===== src/rtl/fwm_pkg.sv =====
package fwm_pkg;

  typedef enum logic [1:0] {
    OP_IDLE = 2'b00,
    OP_PUSH = 2'b01,
    OP_POP  = 2'b10,
    OP_BOTH = 2'b11
  } fifo_op_e;

  // free space at or below watermark
  function automatic logic space_alert(input int depth, input int level, input int wm);
    return (depth - level) <= wm;
  endfunction

  // fill level at or below watermark
  function automatic logic drain_alert(input int level, input int wm);
    return level <= wm;
  endfunction

endpackage


===== src/rtl/fwm_arbiter.sv =====
module fwm_arbiter #(
  parameter int WIDTH = 8
) (
  input  logic             host_wr,
  input  logic             host_rd,
  input  logic [WIDTH-1:0] host_wdata,
  input  logic             eng_wr,
  input  logic             eng_rd,
  input  logic [WIDTH-1:0] eng_wdata,
  output logic             wr_req,
  output logic             rd_req,
  output logic [WIDTH-1:0] wr_data
);
  // host has fixed priority for writes; reads merge to a single pop
  assign wr_req  = host_wr | eng_wr;
  assign rd_req  = host_rd | eng_rd;
  assign wr_data = host_wr ? host_wdata : eng_wdata;
endmodule


===== src/rtl/fwm_ptrs.sv =====
module fwm_ptrs
  import fwm_pkg::*;
#(
  parameter int DEPTH = 64,
  localparam int AW = $clog2(DEPTH),
  localparam int CW = AW + 1
) (
  input  logic          clk,
  input  logic          rst_n,
  input  logic          flush,
  input  logic          wr_req,
  input  logic          rd_req,
  output logic          do_wr,
  output logic          do_rd,
  output logic          rd_starved,
  output logic [AW-1:0] wr_ptr,
  output logic [AW-1:0] rd_ptr,
  output logic [CW-1:0] count,
  output logic          full,
  output logic          empty,
  output logic          ovf
);
  logic     wr_blocked;
  fifo_op_e op;

  assign full       = (count == CW'(DEPTH));
  assign empty      = (count == '0);
  assign do_wr      = wr_req & ~full & ~flush;
  assign do_rd      = rd_req & ~empty & ~flush;
  assign wr_blocked = wr_req & full & ~flush;
  assign rd_starved = rd_req & empty & ~flush;
  assign op         = fifo_op_e'({do_rd, do_wr});

  function automatic logic [AW-1:0] bump(input logic [AW-1:0] p);
    return (p == AW'(DEPTH - 1)) ? '0 : p + 1'b1;
  endfunction

  always_ff @(posedge clk or negedge rst_n) begin
    if (!rst_n) begin
      wr_ptr <= '0;
      rd_ptr <= '0;
      count  <= '0;
      ovf    <= 1'b0;
    end else if (flush) begin
      wr_ptr <= '0;
      rd_ptr <= '0;
      count  <= '0;
      ovf    <= 1'b0;
    end else begin
      if (do_wr) wr_ptr <= bump(wr_ptr);
      if (do_rd) rd_ptr <= bump(rd_ptr);
      unique case (op)
        OP_PUSH: count <= count + 1'b1;
        OP_POP:  count <= count - 1'b1;
        default: count <= count;
      endcase
      if (wr_blocked) ovf <= 1'b1;
    end
  end

  AST_COUNT_RANGE: assert property (@(posedge clk) disable iff (!rst_n)
    count <= CW'(DEPTH));
  AST_FULL_WRITE_DROPPED: assert property (@(posedge clk) disable iff (!rst_n)
    (wr_blocked && !rd_req) |=> $stable(count));
  AST_OVERFLOW_STICKY: assert property (@(posedge clk) disable iff (!rst_n)
    (wr_blocked || (ovf && !flush)) |=> ovf);
  AST_EMPTY_READ_COUNT: assert property (@(posedge clk) disable iff (!rst_n)
    (rd_starved && !wr_req) |=> count == '0);
  AST_FLUSH_CLEARS: assert property (@(posedge clk) disable iff (!rst_n)
    flush |=> (count == '0 && !ovf && wr_ptr == rd_ptr));
  AST_BALANCED_ACCESS: assert property (@(posedge clk) disable iff (!rst_n)
    (do_wr && do_rd) |=> $stable(count));
endmodule


===== src/rtl/fwm_store.sv =====
module fwm_store #(
  parameter int DEPTH = 64,
  parameter int WIDTH = 8,
  localparam int AW = $clog2(DEPTH)
) (
  input  logic             clk,
  input  logic             rst_n,
  input  logic             do_wr,
  input  logic             do_rd,
  input  logic             rd_starved,
  input  logic [AW-1:0]    wr_ptr,
  input  logic [AW-1:0]    rd_ptr,
  input  logic [WIDTH-1:0] wr_data,
  output logic [WIDTH-1:0] rd_data
);
  logic [WIDTH-1:0] mem [DEPTH];

  always_ff @(posedge clk) begin
    if (do_wr) mem[wr_ptr] <= wr_data;
  end

  always_ff @(posedge clk or negedge rst_n) begin
    if (!rst_n)          rd_data <= '0;
    else if (do_rd)      rd_data <= mem[rd_ptr];
    else if (rd_starved) rd_data <= '0;
  end

  AST_EMPTY_READ_ZERO: assert property (@(posedge clk) disable iff (!rst_n)
    rd_starved |=> rd_data == '0);
  AST_RDATA_HOLD: assert property (@(posedge clk) disable iff (!rst_n)
    (!do_rd && !rd_starved) |=> $stable(rd_data));
endmodule


===== src/rtl/fwm_watermark.sv =====
module fwm_watermark
  import fwm_pkg::*;
#(
  parameter int DEPTH    = 64,
  parameter int WM_RESET = 8,
  localparam int AW = $clog2(DEPTH),
  localparam int CW = AW + 1
) (
  input  logic          clk,
  input  logic          rst_n,
  input  logic          wm_we,
  input  logic [AW-1:0] wm_wdata,
  input  logic [CW-1:0] count,
  output logic [AW-1:0] wm,
  output logic          alert_high,
  output logic          alert_low
);
  always_ff @(posedge clk or negedge rst_n) begin
    if (!rst_n)     wm <= AW'(WM_RESET);
    else if (wm_we) wm <= wm_wdata;
  end

  assign alert_high = space_alert(DEPTH, int'(count), int'(wm));
  assign alert_low  = drain_alert(int'(count), int'(wm));

  AST_WM_LOAD: assert property (@(posedge clk) disable iff (!rst_n)
    wm_we |=> wm == $past(wm_wdata));
  AST_WM_HOLD: assert property (@(posedge clk) disable iff (!rst_n)
    !wm_we |=> $stable(wm));
endmodule


===== src/rtl/shared_fifo_wm.sv =====
module shared_fifo_wm #(
  parameter int DEPTH    = 64,
  parameter int WIDTH    = 8,
  parameter int WM_RESET = 8,
  localparam int AW = $clog2(DEPTH),
  localparam int CW = AW + 1
) (
  input  logic             clk,
  input  logic             rst_n,
  input  logic             flush,
  input  logic             host_wr,
  input  logic             host_rd,
  input  logic [WIDTH-1:0] host_wdata,
  input  logic             eng_wr,
  input  logic             eng_rd,
  input  logic [WIDTH-1:0] eng_wdata,
  input  logic             wm_we,
  input  logic [AW-1:0]    wm_wdata,
  output logic [WIDTH-1:0] rd_data,
  output logic [CW-1:0]    fill_level,
  output logic [AW-1:0]    wm_level,
  output logic             alert_high,
  output logic             alert_low,
  output logic             overflow
);
  logic             wr_req, rd_req, do_wr, do_rd, rd_starved, full, empty;
  logic [WIDTH-1:0] wr_data;
  logic [AW-1:0]    wr_ptr, rd_ptr;

  fwm_arbiter #(.WIDTH(WIDTH)) u_arb (
    .host_wr(host_wr), .host_rd(host_rd), .host_wdata(host_wdata),
    .eng_wr(eng_wr), .eng_rd(eng_rd), .eng_wdata(eng_wdata),
    .wr_req(wr_req), .rd_req(rd_req), .wr_data(wr_data)
  );

  fwm_ptrs #(.DEPTH(DEPTH)) u_ptrs (
    .clk(clk), .rst_n(rst_n), .flush(flush), .wr_req(wr_req), .rd_req(rd_req),
    .do_wr(do_wr), .do_rd(do_rd), .rd_starved(rd_starved),
    .wr_ptr(wr_ptr), .rd_ptr(rd_ptr), .count(fill_level),
    .full(full), .empty(empty), .ovf(overflow)
  );

  fwm_store #(.DEPTH(DEPTH), .WIDTH(WIDTH)) u_store (
    .clk(clk), .rst_n(rst_n), .do_wr(do_wr), .do_rd(do_rd),
    .rd_starved(rd_starved), .wr_ptr(wr_ptr), .rd_ptr(rd_ptr),
    .wr_data(wr_data), .rd_data(rd_data)
  );

  fwm_watermark #(.DEPTH(DEPTH), .WM_RESET(WM_RESET)) u_wm (
    .clk(clk), .rst_n(rst_n), .wm_we(wm_we), .wm_wdata(wm_wdata),
    .count(fill_level), .wm(wm_level),
    .alert_high(alert_high), .alert_low(alert_low)
  );

  AST_LOW_WHEN_EMPTY: assert property (@(posedge clk) disable iff (!rst_n)
    empty |-> alert_low);
  AST_HIGH_WHEN_FULL: assert property (@(posedge clk) disable iff (!rst_n)
    full |-> alert_high);
  AST_HOST_WRITE_WINS: assert property (@(posedge clk) disable iff (!rst_n)
    (host_wr && eng_wr && !full && !flush) |=> fill_level == $past(fill_level) + 1'b1 - CW'($past(do_rd)));
endmodule


===== config.mk =====
export PLATFORM = sky130hd
export DESIGN_NAME = shared_fifo_wm
export DESIGN_NICKNAME = d
export VERILOG_FILES = /design/src/rtl/fwm_pkg.sv /design/src/rtl/fwm_arbiter.sv /design/src/rtl/fwm_ptrs.sv /design/src/rtl/fwm_store.sv /design/src/rtl/fwm_watermark.sv /design/src/rtl/shared_fifo_wm.sv
export SDC_FILE = /design/constraint.sdc
export NUM_CORES = 1
export LEC_CHECK = 0
export BUFFER_PORTS_ARGS = -buffer_cell sky130_fd_sc_hd__buf_4
export CAP_MARGIN = 10
export CORE_MARGIN = 5
export CORE_UTILIZATION = 30
export DETAILED_ROUTE_END_ITERATION = 10
export SLEW_MARGIN = 20
export SYNTH_ARGS = -nofsm -noshare
export SYNTH_HDL_FRONTEND = slang
export SYNTH_SLANG_ARGS = --single-unit

===== constraint.sdc =====
create_clock -name clk -period 6.5 [get_ports clk]
set_clock_uncertainty 0.2 [all_clocks]
set_input_delay 1.3 -clock clk [delete_from_list [all_inputs] [get_ports clk]]
set_output_delay 1.3 -clock clk [all_outputs]
set_load 0.1 [all_outputs]

==> parameters.txt <==
Parameter                              Value

Power and ir drop
  Leakage ... 0.007767 uW
  Maximum vdd drop ... roughly 0.24 mV
  Post-layout power ... around 10000 uW
  Power per cell area ... 394.1 nW/um^2

Placed design
  Post-detail-place hpwl ... 32,360 um
  # port buffers ... 53
  Placer congestion estimate ... 0.8551
  Total placed instance area ... between 20,000 and 25,000 sq um

Detailed routing
  Initial detailed-routing violation count ... roughly 1,100
  Mean routed wirelength per cell ... 23.23 um
  Detailed-route wire length ... 52,300 um
  Count of antenna-violating nets left after detailed routing ... 0
  Vias per Instance ... between 5 and 6
  DR DRC count ... 0
  Vias post-DR ... approximately 11,000
  Detailed-routing iteration count for the pre-antenna-repair pass ... 5

Global routing
  Number of global-route vias before repair ... roughly 11,000
  Initial antenna violation count ... 0
  Wire length of the first global-routing pass ... roughly 77,000 um
  Global router's overall resource usage ... 12.92%
  Largest net degree at the start of global routing ... between 70 and 80
  Grt total ovfl ... 0

CTS
  Number of levels in the clock H-tree ... 2
  Clock latency at the later pin of the worst-skew pair ... approximately 600 ps
  Clock tree root buffer cell ... sky130_fd_sc_hd__clkbuf_16
  Number of post-CTS setup repair buffers ... 0
  Number of clock sinks seen by CTS ... 546
  Clock buffers created by TritonCTS ... 53
  Number of buffers on the longest clock path ... 3
  Clock transition at the register clock pins on the worst setup and hold paths after CTS ... approximately 70 ps
  Number of buffers added to fix hold violations after cts ... 0
  CTS tree ... done
  Number of gates given a new drive strength after cts ... 0

Layout
  Total inserted antenna cells ... 0
  # nets final ... between 1,000 and 1,500
  Share of cells above drive strength 1 ... 22.29%
  Signed area change from the synthesized netlist to the final layout ... 13.52%
  Post-route standard cell area excluding fillers ... between 20,000 and 30,000 sq um

Synthesis
  Post-Synthesis Mean Instance Area ... ~19 sq um
  Post-synth top flop ... sky130_fd_sc_hd__edfxtp_1
  Ys async rst share ... between 6 and 7%
  Post-synth EDFFs ... just over 500
  Yosys warning total ... 0
  Synthesized area ... 22,230 sq um
  Flop and latch count out of synthesis ... 546
  Gate count after technology mapping ... around 1,200
  Sequential-to-total area share from yosys stat ... ~73%
  Post-synthesis cell type count ... 71
  Net count after synthesis ... about 1,200

Timing
  Pin slew with the least headroom to its limit ... 1094 ps
  Final setup viols ... 0
  Max Clock Freq ... ~210 MHz
  Worst-case hold slack ... 351.0 ps
  Number of max-slew violations in the final report ... 0
  Fraction of the cycle the final worst path needs ... 71.93%
  Unrepaired setup endpoints after global routing ... false
  Time the worst path needs with I/O delays and setup ... about 4700 ps
  Final hold violation count ... 0
  Headroom to the max-slew limit ... 26.68%
  Setup tns final ... 0 ps

Critical path
  Arrival time at the worst endpoint ... between 3000 and 4000 ps
  Required time at the worst-slack endpoint ... around 5000 ps
  Maximum fanout along the worst path ... 10
  Critical path startpoint category ... register
  Kind of end point of the critical path ... output port
  Path type of the worst setup path ... register to output port

Floorplan
  Initial standard-cell utilization of the core ... 30.37%
  # IOs ... 54
  Die area ... about 80,000 sq um
  Floorplan core area ... 73,210 sq um
  Core Rows ... between 90 and 100
  Height of the chip ... approximately 280 um
  Die W ... ~280 um

Job
  Max-cap check violation count ... 0

Min path
  Class of the tightest hold or removal check ... register to register

Outcome
  Result of the run ... finished clean
==> sequential cells by signal, indices dropped and copies added (netlist names) <==
register,flops
u_ptrs.rd_ptr,6
u_ptrs.count,7
u_store.rd_data,8
u_ptrs.ovf,1
u_store.mem,512
u_wm.wm,6
u_ptrs.wr_ptr,6
==> area by class of cell <==
| type | count | area, sq um |
|---|---|---|
| Inverter | 12 | 45.04 |
| Sequential cell | 546 | 16240 |
| Fill cell | 6817 | 47970 |
| Clock buffer | 65 | 1371 |
| Multi-Input combinational cell | 568 | 5580 |
| Tap cell | 959 | 1200 |
| Clock inverter | 30 | 246.5 |
| Timing Repair Buffer | 71 | 558.0 |
==> cell usage in the layout, fill, tap and decap left out, types with 4 or more instances in the layout <==
master,netlist,routed
sky130_fd_sc_hd__ha_1,16,16
sky130_fd_sc_hd__a32oi_1,6,6
sky130_fd_sc_hd__xnor2_1,6,6
sky130_fd_sc_hd__o21a_1,4,4
sky130_fd_sc_hd__mux2_2,16,16
sky130_fd_sc_hd__mux2i_1,56,56
sky130_fd_sc_hd__a2111oi_0,4,4
sky130_fd_sc_hd__nand2_1,48,48
sky130_fd_sc_hd__inv_1,11,11
sky130_fd_sc_hd__nor2_1,102,102
sky130_fd_sc_hd__buf_4,7,69
sky130_fd_sc_hd__o21ai_1,7,7
sky130_fd_sc_hd__nand3b_1,4,4
sky130_fd_sc_hd__clkinv_1,0,13
sky130_fd_sc_hd__and2_1,5,5
sky130_fd_sc_hd__xor2_1,8,8
sky130_fd_sc_hd__dfrtp_1,33,29
sky130_fd_sc_hd__mux4_2,115,115
sky130_fd_sc_hd__o22ai_1,7,7
sky130_fd_sc_hd__bufinv_16,0,4
sky130_fd_sc_hd__nor2b_1,17,17
sky130_fd_sc_hd__o21ai_0,13,13
sky130_fd_sc_hd__a311oi_1,5,5
sky130_fd_sc_hd__clkbuf_1,22,12
sky130_fd_sc_hd__a22oi_1,16,16
sky130_fd_sc_hd__edfxtp_1,512,512
sky130_fd_sc_hd__a21oi_1,19,19
sky130_fd_sc_hd__nand4_1,6,6
sky130_fd_sc_hd__or3_1,4,4
sky130_fd_sc_hd__clkinv_2,0,9
sky130_fd_sc_hd__clkbuf_16,0,53
sky130_fd_sc_hd__nor3_1,12,12
sky130_fd_sc_hd__nand3_1,14,14
==> path summary, 6_finish.rpt <==
check                                 from                 end  slack [ps]  depth (start not counted)
max                        u_ptrs.count[2]          alert_high        1820                         10
min                             u_ptrs.ovf          u_ptrs.ovf         350                          2
max reg2reg                u_ptrs.count[1]  u_store.mem[51][1]        2240                          7
min reg2reg                     u_ptrs.ovf          u_ptrs.ovf         350                          2
max in group asynchronous            rst_n    u_ptrs.rd_ptr[0]        5270                          1
min in group asynchronous            rst_n          u_wm.wm[0]         440                          1
==> cell families after synthesis <==
family | after synthesis | synth area share (%)
flip-flops | 546 | 72.99
AND/OR/NAND/NOR | 235 | 4.953
multiplexers | 187 | 14.98
AO/OA/AOI/OAI | 116 | 3.715
buffers and inverters | 79 | 1.908
adder cells (fa/ha/maj) | 16 | 0.9005
XOR/XNOR | 14 | 0.5516
==> synth_stat cells (4+ instances only) <==
master | instances | area share (%)
sky130_fd_sc_hd__a2111oi_0 | 4 | 0.16
sky130_fd_sc_hd__a21oi_1 | 19 | 0.43
sky130_fd_sc_hd__a22oi_1 | 16 | 0.54
sky130_fd_sc_hd__a311oi_1 | 5 | 0.20
sky130_fd_sc_hd__a32oi_1 | 6 | 0.24
sky130_fd_sc_hd__and2_1 | 5 | 0.14
sky130_fd_sc_hd__buf_1 | 7 | 0.12
sky130_fd_sc_hd__buf_2 | 23 | 0.52
sky130_fd_sc_hd__buf_4 | 7 | 0.24
sky130_fd_sc_hd__buf_6 | 6 | 0.30
sky130_fd_sc_hd__clkbuf_1 | 22 | 0.37
sky130_fd_sc_hd__dfrtp_1 | 33 | 3.7
sky130_fd_sc_hd__edfxtp_1 | 512 | 69
sky130_fd_sc_hd__ha_1 | 16 | 0.90
sky130_fd_sc_hd__inv_1 | 11 | 0.19
sky130_fd_sc_hd__mux2_2 | 16 | 0.81
sky130_fd_sc_hd__mux2i_1 | 56 | 2.5
sky130_fd_sc_hd__mux4_2 | 115 | 12
sky130_fd_sc_hd__nand2_1 | 48 | 0.81
sky130_fd_sc_hd__nand3_1 | 14 | 0.32
sky130_fd_sc_hd__nand3b_1 | 4 | 0.14
sky130_fd_sc_hd__nand4_1 | 6 | 0.17
sky130_fd_sc_hd__nor2_1 | 102 | 1.7
sky130_fd_sc_hd__nor2b_1 | 17 | 0.48
sky130_fd_sc_hd__nor3_1 | 12 | 0.27
sky130_fd_sc_hd__o21a_1 | 4 | 0.14
sky130_fd_sc_hd__o21ai_0 | 13 | 0.29
sky130_fd_sc_hd__o21ai_1 | 7 | 0.16
sky130_fd_sc_hd__o22ai_1 | 7 | 0.20
sky130_fd_sc_hd__or3_1 | 4 | 0.11
sky130_fd_sc_hd__xnor2_1 | 6 | 0.24
sky130_fd_sc_hd__xor2_1 | 8 | 0.32
==> through the flow <==
step / util, % / std cells / setup WS [ps]
6_report: 34.48 / 2251 / 1824
5_1_grt: 34.48 / 2251 / 1541
4_1_cts: 34.48 / 2251 / 1782
3_5_place_dp: 32.27 / 2156 / 1966
3_3_place_gp: 32.27 / 2156 / 2089
2_1_floorplan: - / 1193 / 722.6
==> worst max-delay path: stages (launching register included) <==
cell and delay, ps:
sky130_fd_sc_hd__dfrtp_1 540, sky130_fd_sc_hd__nor3_4 390, sky130_fd_sc_hd__and3_1 250, sky130_fd_sc_hd__xnor2_1 130
sky130_fd_sc_hd__ha_1 260, sky130_fd_sc_hd__nand3_1 100, sky130_fd_sc_hd__a21oi_1 50, sky130_fd_sc_hd__o21bai_1 180
sky130_fd_sc_hd__nand2_1 70, sky130_fd_sc_hd__a41oi_1 250, sky130_fd_sc_hd__buf_4 340
==> metal layers <==
metal	up-vias	track usage (%)	part of all wire, %
met5	-	0	0
met4	0	4.347	3.1
met2	352	20.02	46
li1	4934	-	-
met3	86	2.748	6.0
met1	5910	18.31	45
==> where the power goes <==
group / switching, uW / internal (uW)
clock: 1270 / 1650
combinational: 1700 / 1110
sequential: 261 / 3950
(Power assumes the default switching activity.)
